<file path="config.mk">
export PLATFORM = sky130hd
export DESIGN_NAME = mul42_tree
export DESIGN_NICKNAME = d
export VERILOG_FILES = /design/src/rtl/mul42_pkg.sv /design/src/rtl/mul42_csa32.sv /design/src/rtl/mul42_c42_cell.sv /design/src/rtl/mul42_c42_row.sv /design/src/rtl/mul42_cpa.sv /design/src/rtl/mul42_tree.sv
export SDC_FILE = /design/constraint.sdc
export NUM_CORES = 1
export LEC_CHECK = 0
export BUFFER_PORTS_ARGS = -buffer_cell sky130_fd_sc_hd__buf_4
export CAP_MARGIN = 40
export CORE_MARGIN = 1.5
export CORE_UTILIZATION = 25
export DETAILED_ROUTE_END_ITERATION = 16
export SLEW_MARGIN = 30
export SYNTH_ARGS = -nofsm -noshare
export SYNTH_HDL_FRONTEND = slang
export SYNTH_HIERARCHICAL = 1
export SYNTH_SLANG_ARGS = --single-unit
</file>
<file path="constraint.sdc">
create_clock -name vclk -period 11.7
set_clock_uncertainty 0.05 [all_clocks]
set_input_delay 2.34 -clock vclk [all_inputs]
set_output_delay 2.34 -clock vclk [all_outputs]
set_load 0.05 [all_outputs]
</file>
<file path="src/rtl/mul42_pkg.sv">
package mul42_pkg;

  localparam int unsigned GRP_ROWS = 4;

  typedef struct packed {
    logic carry;
    logic sum;
  } csa_out_t;

  // 3:2 count of ones: low bit is sum, high bit is carry
  function automatic csa_out_t csa32_f(logic x, logic y, logic z);
    csa_out_t r;
    r.sum   = x ^ y ^ z;
    r.carry = (x & y) | (x & z) | (y & z);
    return r;
  endfunction

endpackage

</file>
<file path="src/rtl/mul42_csa32.sv">
module mul42_csa32
  import mul42_pkg::*;
(
  input  logic x_i,
  input  logic y_i,
  input  logic z_i,
  output logic sum_o,
  output logic carry_o
);

  csa_out_t res;

  assign res     = csa32_f(x_i, y_i, z_i);
  assign sum_o   = res.sum;
  assign carry_o = res.carry;

endmodule

</file>
<file path="src/rtl/mul42_c42_cell.sv">
module mul42_c42_cell (
  input  logic [3:0] x_i,
  input  logic       cin_i,
  output logic       sum_o,
  output logic       carry_o,
  output logic       cout_o
);

  logic mid;

  // cout_o does not depend on cin_i, so lateral carries never ripple
  mul42_csa32 u_lo (
    .x_i    (x_i[0]),
    .y_i    (x_i[1]),
    .z_i    (x_i[2]),
    .sum_o  (mid),
    .carry_o(cout_o)
  );

  mul42_csa32 u_hi (
    .x_i    (mid),
    .y_i    (x_i[3]),
    .z_i    (cin_i),
    .sum_o  (sum_o),
    .carry_o(carry_o)
  );

endmodule

</file>
<file path="src/rtl/mul42_c42_row.sv">
// One tiled row of 4:2 counters over columns LO..HI.
// Contract: row_i[2] and row_i[3] are zero below LO, all rows are zero above HI.
// Both outputs are aligned to column weight (c_o already shifted).
module mul42_c42_row #(
  parameter int W  = 16,
  parameter int LO = 2,
  parameter int HI = 10
) (
  input  logic [3:0][W-1:0] row_i,
  output logic [W-1:0]      s_o,
  output logic [W-1:0]      c_o
);

  logic [HI+1:LO] chain;
  logic [W:0]     c_full;
  logic           unused_top;

  assign chain[LO]  = 1'b0;
  assign c_full[LO] = 1'b0;

  for (genvar j = 0; j < W; j++) begin : g_col
    if (j >= LO && j <= HI) begin : g_cnt
      mul42_c42_cell u_cell (
        .x_i    ({row_i[3][j], row_i[2][j], row_i[1][j], row_i[0][j]}),
        .cin_i  (chain[j]),
        .sum_o  (s_o[j]),
        .carry_o(c_full[j+1]),
        .cout_o (chain[j+1])
      );
    end else if (j < LO) begin : g_low
      assign s_o[j]    = row_i[0][j] | row_i[2][j] | row_i[3][j];
      assign c_full[j] = row_i[1][j];
    end else if (j == HI + 1) begin : g_edge
      assign s_o[j] = chain[j] | row_i[0][j] | row_i[1][j] | row_i[2][j] | row_i[3][j];
    end else begin : g_high
      assign s_o[j]    = row_i[0][j] | row_i[2][j] | row_i[3][j];
      assign c_full[j] = row_i[1][j];
    end
  end

  if (HI < W - 1) begin : g_pad
    assign c_full[W] = 1'b0;
  end

  assign c_o        = c_full[W-1:0];
  assign unused_top = c_full[W] ^ chain[HI+1];

endmodule

</file>
<file path="src/rtl/mul42_cpa.sv">
module mul42_cpa #(
  parameter int W = 16
) (
  input  logic [W-1:0] s_i,
  input  logic [W-1:0] c_i,
  output logic [W-1:0] sum_o
);

  logic [W:0] cy;
  logic       unused_cout;

  assign cy[0] = 1'b0;

  for (genvar j = 0; j < W; j++) begin : g_bit
    mul42_csa32 u_fa (
      .x_i    (s_i[j]),
      .y_i    (c_i[j]),
      .z_i    (cy[j]),
      .sum_o  (sum_o[j]),
      .carry_o(cy[j+1])
    );
  end

  assign unused_cout = cy[W];

endmodule

</file>
<file path="src/rtl/mul42_tree.sv">
// Two reduction levels: supports OP_W = 8 (two nibble groups).
module mul42_tree
  import mul42_pkg::*;
#(
  parameter int unsigned OP_W = 8
) (
  input  logic [OP_W-1:0]   a_i,
  input  logic [OP_W-1:0]   b_i,
  output logic [2*OP_W-1:0] prod_o
);

  localparam int unsigned P_W   = 2 * OP_W;
  localparam int unsigned N_GRP = OP_W / GRP_ROWS;

  logic [OP_W-1:0][P_W-1:0]  pp;
  logic [N_GRP-1:0][P_W-1:0] l1_s;
  logic [N_GRP-1:0][P_W-1:0] l1_c;
  logic [P_W-1:0]            red_s;
  logic [P_W-1:0]            red_c;

  for (genvar r = 0; r < OP_W; r++) begin : g_pp
    assign pp[r] = P_W'({OP_W{b_i[r]}} & a_i) << r;
  end

  for (genvar g = 0; g < N_GRP; g++) begin : g_l1
    mul42_c42_row #(
      .W (P_W),
      .LO(GRP_ROWS * g + 2),
      .HI(GRP_ROWS * g + OP_W + 2)
    ) u_row (
      .row_i(pp[GRP_ROWS*g +: GRP_ROWS]),
      .s_o  (l1_s[g]),
      .c_o  (l1_c[g])
    );
  end

  mul42_c42_row #(
    .W (P_W),
    .LO(GRP_ROWS),
    .HI(P_W - 1)
  ) u_l2 (
    .row_i({l1_c[1], l1_s[1], l1_c[0], l1_s[0]}),
    .s_o  (red_s),
    .c_o  (red_c)
  );

  mul42_cpa #(
    .W(P_W)
  ) u_cpa (
    .s_i  (red_s),
    .c_i  (red_c),
    .sum_o(prod_o)
  );

endmodule

</file>
==> impl_results.md <==
- Status: completed
- Met1 usage: between 10% and 20%
- Initial core utilization: 26.02%
- Initial antenna violation count: 0
- Die W: 98.73 µm
- Layout area overhead: 23.10%
- WL per Instance: 10.12 µm
- Core area: 0.008806 mm²
- Initial drt markers: 23
- Total track usage: 9.149%
- RSZ-0062 raised after global routing: yes
- Commonest cells after routing, fill and taps aside: conb_1, and2_1, fa_1
- Register area: 0 µm²
- Maximum clock rate: 86.41 MHz
- Gpl congestion: 0.7767
- Cells after Synth: 197
- Top cells by area in the synthesized netlist: fa_1, and2_1, buf_4
- Critical path class: in2out
- Port Buffer Count: 32
- Post-route clock period utilization: between 90 and 100%
- Post-Layout Inst Area: 0.002820 mm²
- CP Data Arrival Time: just over 9 ns
- Max Transition Viols Final: 0
- Met2 usage: about a fifth
- Total routed wirelength: ~3.9 mm
- Min-delay worst type: in2out
- Seq_cells: 0
- Post-synth top area share: 66.41%
- FP Rows: 34
- Final setup vio count: 0
- Synth Cell Area: 0.002291 mm²
- Leading area contributor after synthesis: fa_1
- Post-CTS Hold Fix Bufs: 0
- Die ar.: 0.009747 mm²
- Number of max-cap violations: 0
- Vias in the first global route: ~1.7k
- Largest net degree at the start of global routing: 9
- Syn Area/Cell: 11.63 µm²
- Register area share after synthesis: 0%
- Number of I/O pins: 32
- Final layout net count: 367
- CP max FO: 4
- DRC viols: 0
- Worst setup SP type: input pin
- Clock Buffer Count: 0
- First-pass DRT Iterations: 6
- Via density: 3.764
- Placed cell area: 0.002766 mm²
- Total inserted antenna cells: 0
- Crit path time final: 11.57 ns
- Share of post-route cells with drive strength above 1: 21.98%
- Grt ovf: 0
- Met3 Resource Use GR: less than 1%
- First-pass GRT wire length: 7.334 mm
- Final HPWL DP: approximately 3.8 mm
- Commonest non-fill, non-tap cell in the layout: conb_1
- Netlist cell types: 8
- Worst path required time: 9.31 ns
- Vias: 1434
- Detail Route Antenna Nets: 0
- Warnings from Yosys: 6
- Worst setup EP type: output pin
- GRT busiest layer: met2
- Die H: 98.73 µm
- Total count of hold-check failures in the final report: 0
[layout make-up]
class	count	area, µm²
Fill cell	923	5986
Timing Repair Buffer	40	319.1
Multi-Input combinational cell	233	2366
Tap cell	108	135.1
[what timing repair did]
item	in CTS	in global routing
gates cloned	0	0
gates resized for setup	10	8
setup buffers	0	0
pin swaps	2	5
setup endpoints to repair	1	1
[metal layers]
metal  routed length [µm]  part of all wire (%)
met1                 1384                    36
met2                 2242                    58
met3                  230                   6.0
met4                    0                     0
met5                    0                     0
[critical path, cell delays in order]
cell	delay, ns
buf_8	0.10
and2_4	0.15
fa_1	0.49
fa_1	0.44
or3_4	0.35
fa_2	0.39
fa_2	0.35
fa_2	0.35
fa_2	0.35
fa_2	0.35
fa_2	0.34
fa_2	0.35
fa_2	0.35
fa_2	0.35
fa_2	0.35
fa_2	0.35
fa_2	0.35
fa_2	0.37
fa_2	0.58
buf_8	0.14
[per-stage QoR]
stage          worst slack, ns  setup TNS [ns]  hold WS [ns]  utilization [%]  instances
4_1_cts                0.01641               0         5.231            31.76        381
5_1_grt               -0.02315        -0.02315         5.296            32.03        381
6_report                0.1274               0         5.249            32.03        381
2_1_floorplan         0.001651               0         5.372                -        263
3_3_place_gp           -0.2965         -0.2965         5.231            31.42        381
3_5_place_dp           -0.3474         -0.3474         5.230            31.42        381
[final timing paths]
| check | slack (ns) | startpoint | endpoint | cells past startpoint |
|---|---|---|---|---|
| min | 5.25 | b_i[1] | prod_o[1] | 4 |
| max | 0.13 | b_i[2] | prod_o[15] | 20 |
[synth_stat cells, drive strengths merged]
master / n
nand2: 2
conb: 5
and2: 64
fa: 76
nor2: 2
nor3: 2
or3: 16
buf: 30
[logic make-up (layout without fill, tap and decap cells)]
family | after synthesis | count (layout) | synth area share (%)
adders and majority gates | 76 | 76 | 66.41
and+or+nand+nor | 86 | 86 | 22.94
buffers and inverters | 30 | 40 | 9.831
other | 5 | 71 | 0.8193
Power is not shown: default switching activity piles up to over one toggle a cycle in this logic, so the estimate is an artifact.
